--- config.mk ---
export PLATFORM = sky130hd
export DESIGN_NAME = clk_fsdiv
export DESIGN_NICKNAME = d
export VERILOG_FILES = /design/src/rtl/clk_fsdiv_pkg.sv /design/src/rtl/clk_fsdiv_div.sv /design/src/rtl/clk_fsdiv_ctl.sv /design/src/rtl/clk_fsdiv_path.sv /design/src/rtl/clk_fsdiv.sv
export SDC_FILE = /design/constraint.sdc
export NUM_CORES = 1
export LEC_CHECK = 0
export ABC_AREA = 1
export BUFFER_PORTS_ARGS = -buffer_cell sky130_fd_sc_hd__buf_2
export CORE_MARGIN = 2
export CORE_UTILIZATION = 62
export DETAILED_ROUTE_END_ITERATION = 10
export PLACE_DENSITY = 0.79
export SLEW_MARGIN = 40
export SYNTH_ARGS = -nofsm -noshare
export SYNTH_HDL_FRONTEND = slang
export SYNTH_SLANG_ARGS = --single-unit
--- constraint.sdc ---
create_clock -name clk -period 3.55 [get_ports clk]
set_input_delay 0.71 -clock clk [delete_from_list [all_inputs] [get_ports clk]]
set_output_delay 0.71 -clock clk [all_outputs]
set_load 0.1 [all_outputs]
--- src/rtl/clk_fsdiv_pkg.sv ---
`timescale 1ns/1ps
package clk_fsdiv_pkg;
  localparam int RW = 8;
  localparam int NGRP = 7;
  typedef logic [RW-1:0] ratio_t;
  typedef logic [NGRP-1:0][RW-1:0] ratioSet_t;

  // group slots
  localparam int G_CPU  = 0;
  localparam int G_MEM  = 1;
  localparam int G_HUB  = 2;
  localparam int G_PCI  = 3;
  localparam int G_USB  = 4;
  localparam int G_REF  = 5;
  localparam int G_APIC = 6;

  // fixed bypass-test ratios
  localparam ratio_t T_CPU  = ratio_t'(2);
  localparam ratio_t T_MEM  = ratio_t'(2);
  localparam ratio_t T_HUB  = ratio_t'(3);
  localparam ratio_t T_PCI  = ratio_t'(6);
  localparam ratio_t T_USB  = ratio_t'(2);
  localparam ratio_t T_REF  = ratio_t'(1);
  localparam ratio_t T_APIC = ratio_t'(6);

  typedef enum logic [1:0] {
    MODE_TRI  = 2'd0,
    MODE_TEST = 2'd1,
    MODE_RUN  = 2'd2
  } mode_e;

  typedef struct packed {
    logic restart;
    logic memLoad;
  } ctlStrobe_t;
endpackage

--- src/rtl/clk_fsdiv_div.sv ---
`timescale 1ns/1ps
module clk_fsdiv_div
  import clk_fsdiv_pkg::*;
(
  input  logic   clk,
  input  logic   restart,
  input  logic   reload,
  input  ratio_t newRatio,
  output logic   clkOut,
  output logic   atEnd
);
  ratio_t curN, cnt, nextN, nextCnt;
  logic   posQ, negQ, runQ, gateEn;
  logic   isOdd, isBypass, lastCount;

  assign lastCount = (cnt == curN - ratio_t'(1));

  always_comb begin
    nextN   = reload ? newRatio : curN;
    nextCnt = (reload || lastCount) ? '0 : cnt + ratio_t'(1);
  end

  // High phase covers the first half of the count (rounded down).
  always_ff @(posedge clk) begin
    if (restart) begin
      curN <= newRatio;
      cnt  <= newRatio - ratio_t'(1);
      posQ <= 1'b0;
      runQ <= 1'b0;
    end else begin
      curN <= nextN;
      cnt  <= nextCnt;
      posQ <= (nextCnt < (nextN >> 1));
      runQ <= 1'b1;
    end
  end

  // Half-cycle extension for odd ratios, and a glitch-free gate for bypass.
  always_ff @(negedge clk) begin
    negQ   <= posQ;
    gateEn <= runQ;
  end

  assign isOdd    = curN[0];
  assign isBypass = (curN == ratio_t'(1));
  assign clkOut   = isBypass ? (clk & gateEn) : (isOdd ? (posQ | negQ) : posQ);
  assign atEnd    = lastCount && !posQ && !negQ;
endmodule

--- src/rtl/clk_fsdiv_ctl.sv ---
`timescale 1ns/1ps
module clk_fsdiv_ctl
  import clk_fsdiv_pkg::*;
#(
  parameter int CPU_SLOW_DIV = 6,
  parameter int CPU_MID_DIV  = 4,
  parameter int CPU_FAST_DIV = 3,
  parameter int MEM_STD_DIV  = 4,
  parameter int MEM_FAST_DIV = 3,
  parameter int HUB_DIV      = 6,
  parameter int PCI_DIV      = 12,
  parameter int APIC_DIV     = 12,
  parameter int USB_DIV      = 8,
  parameter int REF_DIV      = 28
) (
  input  logic            clk,
  input  logic            rst,
  input  logic [2:0]      fsSel,
  input  logic            sdramFast,
  input  logic [NGRP-1:0] atEnd,
  output ctlStrobe_t      strobe,
  output ratioSet_t       ratio,
  output logic            outEn
);
  localparam logic [NGRP-1:0] MEM_SEL = NGRP'(1) << G_MEM;

  mode_e      mode;
  logic [1:0] speedSel;
  logic [3:0] key, keyQ;
  ratio_t     memActive;
  logic       memAtEnd;

  always_comb begin
    speedSel = {fsSel[0], fsSel[1]};
    if (fsSel[2])      mode = MODE_RUN;
    else if (fsSel[0]) mode = MODE_TEST;
    else               mode = MODE_TRI;
    key = {mode, (mode == MODE_RUN) ? speedSel : 2'b00};
  end

  always_comb begin
    ratio = '0;
    case (mode)
      MODE_TEST: begin
        ratio[G_CPU]  = T_CPU;
        ratio[G_MEM]  = T_MEM;
        ratio[G_HUB]  = T_HUB;
        ratio[G_PCI]  = T_PCI;
        ratio[G_USB]  = T_USB;
        ratio[G_REF]  = T_REF;
        ratio[G_APIC] = T_APIC;
      end
      MODE_RUN: begin
        ratio[G_HUB]  = ratio_t'(HUB_DIV);
        ratio[G_PCI]  = ratio_t'(PCI_DIV);
        ratio[G_USB]  = ratio_t'(USB_DIV);
        ratio[G_REF]  = ratio_t'(REF_DIV);
        ratio[G_APIC] = ratio_t'(APIC_DIV);
        case (speedSel)
          2'b00: begin
            ratio[G_CPU] = ratio_t'(CPU_SLOW_DIV);
            ratio[G_MEM] = ratio_t'(MEM_STD_DIV);
          end
          2'b10: begin
            ratio[G_CPU] = ratio_t'(CPU_MID_DIV);
            ratio[G_MEM] = ratio_t'(MEM_STD_DIV);
          end
          2'b01: begin
            ratio[G_CPU] = ratio_t'(CPU_FAST_DIV);
            ratio[G_MEM] = ratio_t'(MEM_FAST_DIV);
          end
          default: begin
            ratio[G_CPU] = ratio_t'(CPU_FAST_DIV);
            ratio[G_MEM] = sdramFast ? ratio_t'(MEM_FAST_DIV) : ratio_t'(MEM_STD_DIV);
          end
        endcase
      end
      default: ratio = '0;
    endcase
  end

  assign outEn    = (mode != MODE_TRI);
  assign memAtEnd = |(atEnd & MEM_SEL);

  always_comb begin
    strobe.restart = rst || (mode == MODE_TRI) || (key != keyQ);
    strobe.memLoad = !strobe.restart && (ratio[G_MEM] != memActive) && memAtEnd;
  end

  always_ff @(posedge clk) begin
    keyQ <= key;
    if (strobe.restart || strobe.memLoad) memActive <= ratio[G_MEM];
  end
endmodule

--- src/rtl/clk_fsdiv_path.sv ---
`timescale 1ns/1ps
module clk_fsdiv_path
  import clk_fsdiv_pkg::*;
(
  input  logic            clk,
  input  ctlStrobe_t      strobe,
  input  ratioSet_t       ratio,
  output logic [NGRP-1:0] grpClk,
  output logic [NGRP-1:0] atEnd
);
  for (genvar g = 0; g < NGRP; g++) begin : g_div
    logic reloadSel;
    if (g == G_MEM) begin : g_mem
      assign reloadSel = strobe.memLoad;
    end else begin : g_fixed
      assign reloadSel = 1'b0;
    end
    clk_fsdiv_div u_div (
      .clk      (clk),
      .restart  (strobe.restart),
      .reload   (reloadSel),
      .newRatio (ratio[g]),
      .clkOut   (grpClk[g]),
      .atEnd    (atEnd[g])
    );
  end
endmodule

--- src/rtl/clk_fsdiv.sv ---
`timescale 1ns/1ps
module clk_fsdiv
  import clk_fsdiv_pkg::*;
#(
  parameter int CPU_SLOW_DIV = 6,
  parameter int CPU_MID_DIV  = 4,
  parameter int CPU_FAST_DIV = 3,
  parameter int MEM_STD_DIV  = 4,
  parameter int MEM_FAST_DIV = 3,
  parameter int HUB_DIV      = 6,
  parameter int PCI_DIV      = 12,
  parameter int APIC_DIV     = 12,
  parameter int USB_DIV      = 8,
  parameter int REF_DIV      = 28
) (
  input  logic       clk,
  input  logic       rst,
  input  logic [2:0] fsSel,
  input  logic       sdramFast,
  output logic       cpuClk,
  output logic       sdramClk,
  output logic       hubClk,
  output logic       pciClk,
  output logic       usbClk,
  output logic       refClk,
  output logic       apicClk,
  output logic       outEn
);
  ctlStrobe_t      strobe;
  ratioSet_t       ratio;
  logic [NGRP-1:0] grpClk, atEnd;

  clk_fsdiv_ctl #(
    .CPU_SLOW_DIV (CPU_SLOW_DIV), .CPU_MID_DIV (CPU_MID_DIV), .CPU_FAST_DIV (CPU_FAST_DIV),
    .MEM_STD_DIV  (MEM_STD_DIV),  .MEM_FAST_DIV (MEM_FAST_DIV),
    .HUB_DIV (HUB_DIV), .PCI_DIV (PCI_DIV), .APIC_DIV (APIC_DIV),
    .USB_DIV (USB_DIV), .REF_DIV (REF_DIV)
  ) u_ctl (
    .clk       (clk),
    .rst       (rst),
    .fsSel     (fsSel),
    .sdramFast (sdramFast),
    .atEnd     (atEnd),
    .strobe    (strobe),
    .ratio     (ratio),
    .outEn     (outEn)
  );

  clk_fsdiv_path u_path (
    .clk    (clk),
    .strobe (strobe),
    .ratio  (ratio),
    .grpClk (grpClk),
    .atEnd  (atEnd)
  );

  assign cpuClk   = grpClk[G_CPU];
  assign sdramClk = grpClk[G_MEM];
  assign hubClk   = grpClk[G_HUB];
  assign pciClk   = grpClk[G_PCI];
  assign usbClk   = grpClk[G_USB];
  assign refClk   = grpClk[G_REF];
  assign apicClk  = grpClk[G_APIC];
endmodule

=== After elaboration in Yosys (flattened, before gate mapping) ===
Cells that the tools add are included.

* Bits of input ports: 6
* Logic and storage cells: 141
* Bits in registers: 140
* Output and inout port bits: 8

* Muxes and demuxes: 37
* $add $sub $neg: 21
* Bitwise operators: 8
* Reduce and logical (&&, ||, !) cells: 15
* Eq/ne operators: 20
* Order comparisons: 7

{| class="wikitable"
|+ Operator list
! cell !! number
|-
| $mux W8 || 16
|-
| $pmux W52 S2 || 1
|-
| $sub A8 B1 Y8 const B || 13
|-
| $add A8 B1 Y8 const B || 7
|-
| $eq A8 B1 Y1 const B || 7
|-
| $eq A8 B8 Y1 || 7
|-
| $lt A8 B7 Y1 || 7
|-
| $pmux W16 S3 || 1
|-
| $mux W1 || 16
|-
| $ne A8 B8 Y1 || 1
|-
| $or A1 B1 Y1 || 7
|-
| $sub A4 B1 Y5 const B || 1
|-
| $eq A2 B1 Y1 const B || 2
|-
| $eq A2 B2 Y1 const B || 2
|-
| $logic_and A1 B1 Y1 || 4
|-
| $logic_not A2 Y1 || 2
|-
| $logic_or A1 B1 Y1 || 4
|-
| $mux W2 || 2
|-
| $ne A4 B4 Y1 || 1
|-
| $reduce_bool A2 Y1 || 2
|-
| $logic_not A1 Y1 || 3
|-
| $mux W3 || 1
|-
| $and A1 B1 Y1 || 1
|}

=== Longest topological paths before layout ===
* Word-level depth: 12
* Gate-level depth with buffers: 18
* Mapped depth without buffers: 18

=== Cells and area by module ===
Synthesis repeated with hierarchy kept, for this count alone.

* Cells, all modules: 1,698
* Area total of the unflattened synthesis: 11,129.4 um^2

{| class="wikitable"
|+ By module, submodules not included
! module !! sequential area each (um^2) !! area each (um^2) !! cells an instance !! instances
|-
| clk_fsdiv_div at u_path.g_div[0].u_div ... || 410.4 || 1,471.4 || 225 || 6
|-
| clk_fsdiv_div at u_path.g_div[2].u_div || 410.4 || 1,483.9 || 231 || 1
|-
| clk_fsdiv_ctl || 170.2 || 813.3 || 116 || 1
|-
| clk_fsdiv_path || 0.0 || 3.8 || 1 || 1
|}

==> results list <==
- Cells along the critical path: nand2_4 -> buf_8 -> buf_6 -> inv_2 -> nor2_2 -> a21oi_4 -> buf_12
* Crit path setup slack, layout: -0.486 ns
- In this run the static leakage power is 2.82 nW.
* Initial antenna violation count: 0
- Post-Place Worst Slack: 0.0437 ns
- First drt pass iteration count: 5
- Terminus of the critical flop-to-flop path: u_path.g_div[1].u_div.posQ
- The routed layout has 4836 vias.
- RSZ-0062 raised after global routing: true
- The first global-routing pass estimated 20400 um of wire.
- CP Capture Type: primary output
- The slowest stage of the critical path is the sky130_fd_sc_hd__dfxtp_2 cell.
- Slew Limit Fails: 0
- At the worst endpoint, the arrival time is 3.33 ns.
- Post-Synthesis Cell Area: 0.00523 mm^2
- Crit Path Max Fanout: 2
- The largest single stage delay on the critical path is 0.33 ns.
* Number of hold-slack violations in the final timing report: 0
- In the final layout, the share of cells above drive strength 1 is 0.118.
- HPWL after detailed placement: 8320 um
- Post-layout instance count excluding filler cells: 867
- Number of nets produced by synthesis: 767
* Starting density of the core: 0.640
- Post-route clock skew: 0.0587 ns
- The flow ran to the end, but the final reports show violations.
* Final setup violation count: 5
- Accumulated negative setup slack: -1.76 ns
* Max-slew headroom: 0.621
* Launch instance of the worst register-to-register path: u_path.g_div[1].u_div.negQ
* Synth Area per Inst: 7.20 um^2
- Die X: 95.8 um
- The worst setup path is of the register to primary output kind.
- The synthesized netlist contains 44 unique library cells.
- The synthesized design spends more area on one cell type than any other, namely sky130_fd_sc_hd__dfxtp_1.
- IO Port Bufs: 13
- Across all register-to-register paths, the minimum setup slack is 0.12 ns.
- Number of cell instances on the worst register-to-register path: 11
* Pin count of the biggest net entering global routing: 54
- After global routing the overflow that remains totals 0.
* Number of antenna diodes: 0
* Capture endpoint of the worst hold path: u_path.g_div[4].u_div.cnt[0]
* Share of the yosys chip area belonging to registers: 0.364
- Along the worst hold path, the cell count comes to 1.
- Mean number of vias per cell: 5.58
- After clock tree synthesis, the clock-pin slew on the worst setup and hold paths is 0.09 ns.
- Top cells by area, synth: sky130_fd_sc_hd__dfxtp_1 31%, sky130_fd_sc_hd__nand2_1 12%, sky130_fd_sc_hd__ha_1 8.4%
* Power per cell area: 472 mW/mm^2
- DRC: 0
- Commonest non-fill, non-tap cell in the layout: sky130_fd_sc_hd__nand2_1
- Worst skew pair latency: 0.53 ns
- Number of buffers inserted by hold repair at cts: 0
- Yosys printed 0 warnings.
- Worst Max-Slew Pin Slew: 0.568 ns
- IR analysis of the VDD net gives a maximum drop of 0.281 mV.
* Via count of the first global-routing pass: 4848
* Min-delay src: u_path.g_div[4].u_div.cnt[0]
- The detail route stage leaves a number of antenna-violating nets equal to 0.
- Dividing the detail-routed wire length by the instance count gives 13.7 um.
- After synthesis the netlist holds a flip-flop and latch count of 90.
- Number of rows in the core area: 33
* Combined buffer and inverter count along the critical path: 4
- Hold_ws: 0.454 ns
- In the global route stage, overall resource usage came out at 0.286.
- 14 I/O pins were placed.
- Routed Wire Length: 11900 um
- TritonCTS built the clock tree.
* Critical Path Start Type: register
* End-of-flow core utilization: 0.720
- Number of DRC markers after the initial detailed-route iteration: 260
* Worst hold-check path type: register to register
- Max-Cap Viols: 0
- After the last flow step, the layout net total stands at 798.
* Share of the synthesized area in the top cell type: 0.306
* Violated checks: setup timing
- Data required, critical path: 2.84 ns
* Gate Count Post-Synth: 726
- Measured along the y axis, the die boundary spans 95.8 um.
- Commonest cells after routing, fill and taps aside: 161 x sky130_fd_sc_hd__nand2_1, 102 x sky130_fd_sc_hd__inv_1, 79 x sky130_fd_sc_hd__dfxtp_1
- The congestion estimate from routability-driven global placement came to 0.887.
- The area growth from synthesis to layout is 12.6%.
- In this run the standard cell core region covers 0.00818 mm^2.
- Once placement completed, the tool counted placed cells totaling 833.
* Category of cells accounting for the largest share of critical-path delay: buffers and inverters
* Area of the die: 0.00918 mm^2
==> logic make-up (layout without fill, tap and decap cells) <==
kind of cell / count (synthesis) / after routing / synth area share
compound gates: 110 / 110 / 0.118
xor+xnor: 30 / 30 / 0.0503
fa+ha+maj: 35 / 35 / 0.0838
buf+inv: 124 / 159 / 0.0931
flops: 90 / 90 / 0.364
simple gates: 337 / 338 / 0.291
==> report_power, final <==
| group | switching (mW) | internal (mW) | total (mW) |
|---|---|---|---|
| clock network | 0.481 | 0.528 | 1.01 |
| logic | 0.375 | 0.223 | 0.598 |
| registers | 0.0693 | 1.10 | 1.17 |
==> flip-flops by register name (all words and copies together), names as in the netlist <==
signal,count
u_ctl.keyQ,4
u_ctl.memActive,3
u_path.g_div.u_div.cnt,56
u_path.g_div.u_div.curN,14
u_path.g_div.u_div.gateEn,1
u_path.g_div.u_div.negQ,4
u_path.g_div.u_div.posQ,7
u_path.g_div.u_div.runQ,1
==> timing repair <==
item,in CTS,in global routing
resized for setup,28,5
pin swaps,2,4
endpoints found under the setup margin,5,6
cloned,0,1
setup buffers,1,0
==> metal layers <==
| metal | GRT usage | vias up | routed length, um |
|---|---|---|---|
| li1 | - | 2426 | - |
| met1 | 0.324 | 2234 | 5040 |
| met2 | 0.494 | 140 | 5860 |
| met3 | 0.0658 | 36 | 667 |
| met4 | 0.163 | 0 | 303 |
| met5 | 0 | - | 0 |
==> worst register-to-register path: cells and delay by family (launching register included) <==
family,cells,cell delay (ns)
AND/OR/NAND/NOR,8,0.68
AO/OA/AOI/OAI,2,0.27
flip-flops,1,0.32
adder cells (fa/ha/maj),1,0.28
==> cell usage after synthesis, drive strengths merged <==
library cell and instances:
nand2 168, inv 108, dfxtp 80, nor2 77
o21ai 60, nand3 50, ha 35, a21oi 26
nor3 15, xnor2 15, xor2 15, nand4 13
edfxtp 10, buf 9, o31ai 8, clkbuf 6
nand3b 5, a21boi 3, a31oi 3, nor3b 3
or2 3, a211oi 2, nor4 2, o2111ai 2
o21bai 2, a221oi 1, clkinv 1, nor4b 1
o211ai 1, o21a 1, o41ai 1
==> final cells by class <==
type | instances | area, um^2
clock buffers | 24 | 344
clock inverters | 16 | 116
fillers | 625 | 2290
inverters | 106 | 399
multi-input cells | 513 | 2920
flip-flops and latches | 90 | 1900
well taps | 105 | 131
repair buffers | 13 | 75.1
==> through the flow <==
stage | instance area [um^2] | power, mW
final | 5890 | 2.78
after global routing | 5890 | 2.93
after CTS | 5860 | 2.78
after detailed placement | 5420 | 1.81
after global placement | 5420 | 1.78
after floorplan | 5270 | 1.68
==> worst max-delay path by stage <==
stage                                            start  slack, ns  cells past startpoint       end
after floorplan           u_path.g_div[2].u_div.gateEn       0.02                      4  sdramClk
after global placement    u_path.g_div[2].u_div.gateEn       0.04                      5  sdramClk
after detailed placement  u_path.g_div[2].u_div.gateEn       0.04                      5  sdramClk
after CTS                 u_path.g_div[2].u_div.gateEn      -0.54                      7    cpuClk
after global routing      u_path.g_div[2].u_div.gateEn      -0.55                      7    cpuClk
final                     u_path.g_div[2].u_div.gateEn      -0.49                      7    cpuClk
No activity file was read; power rests on OpenSTA's default activity.
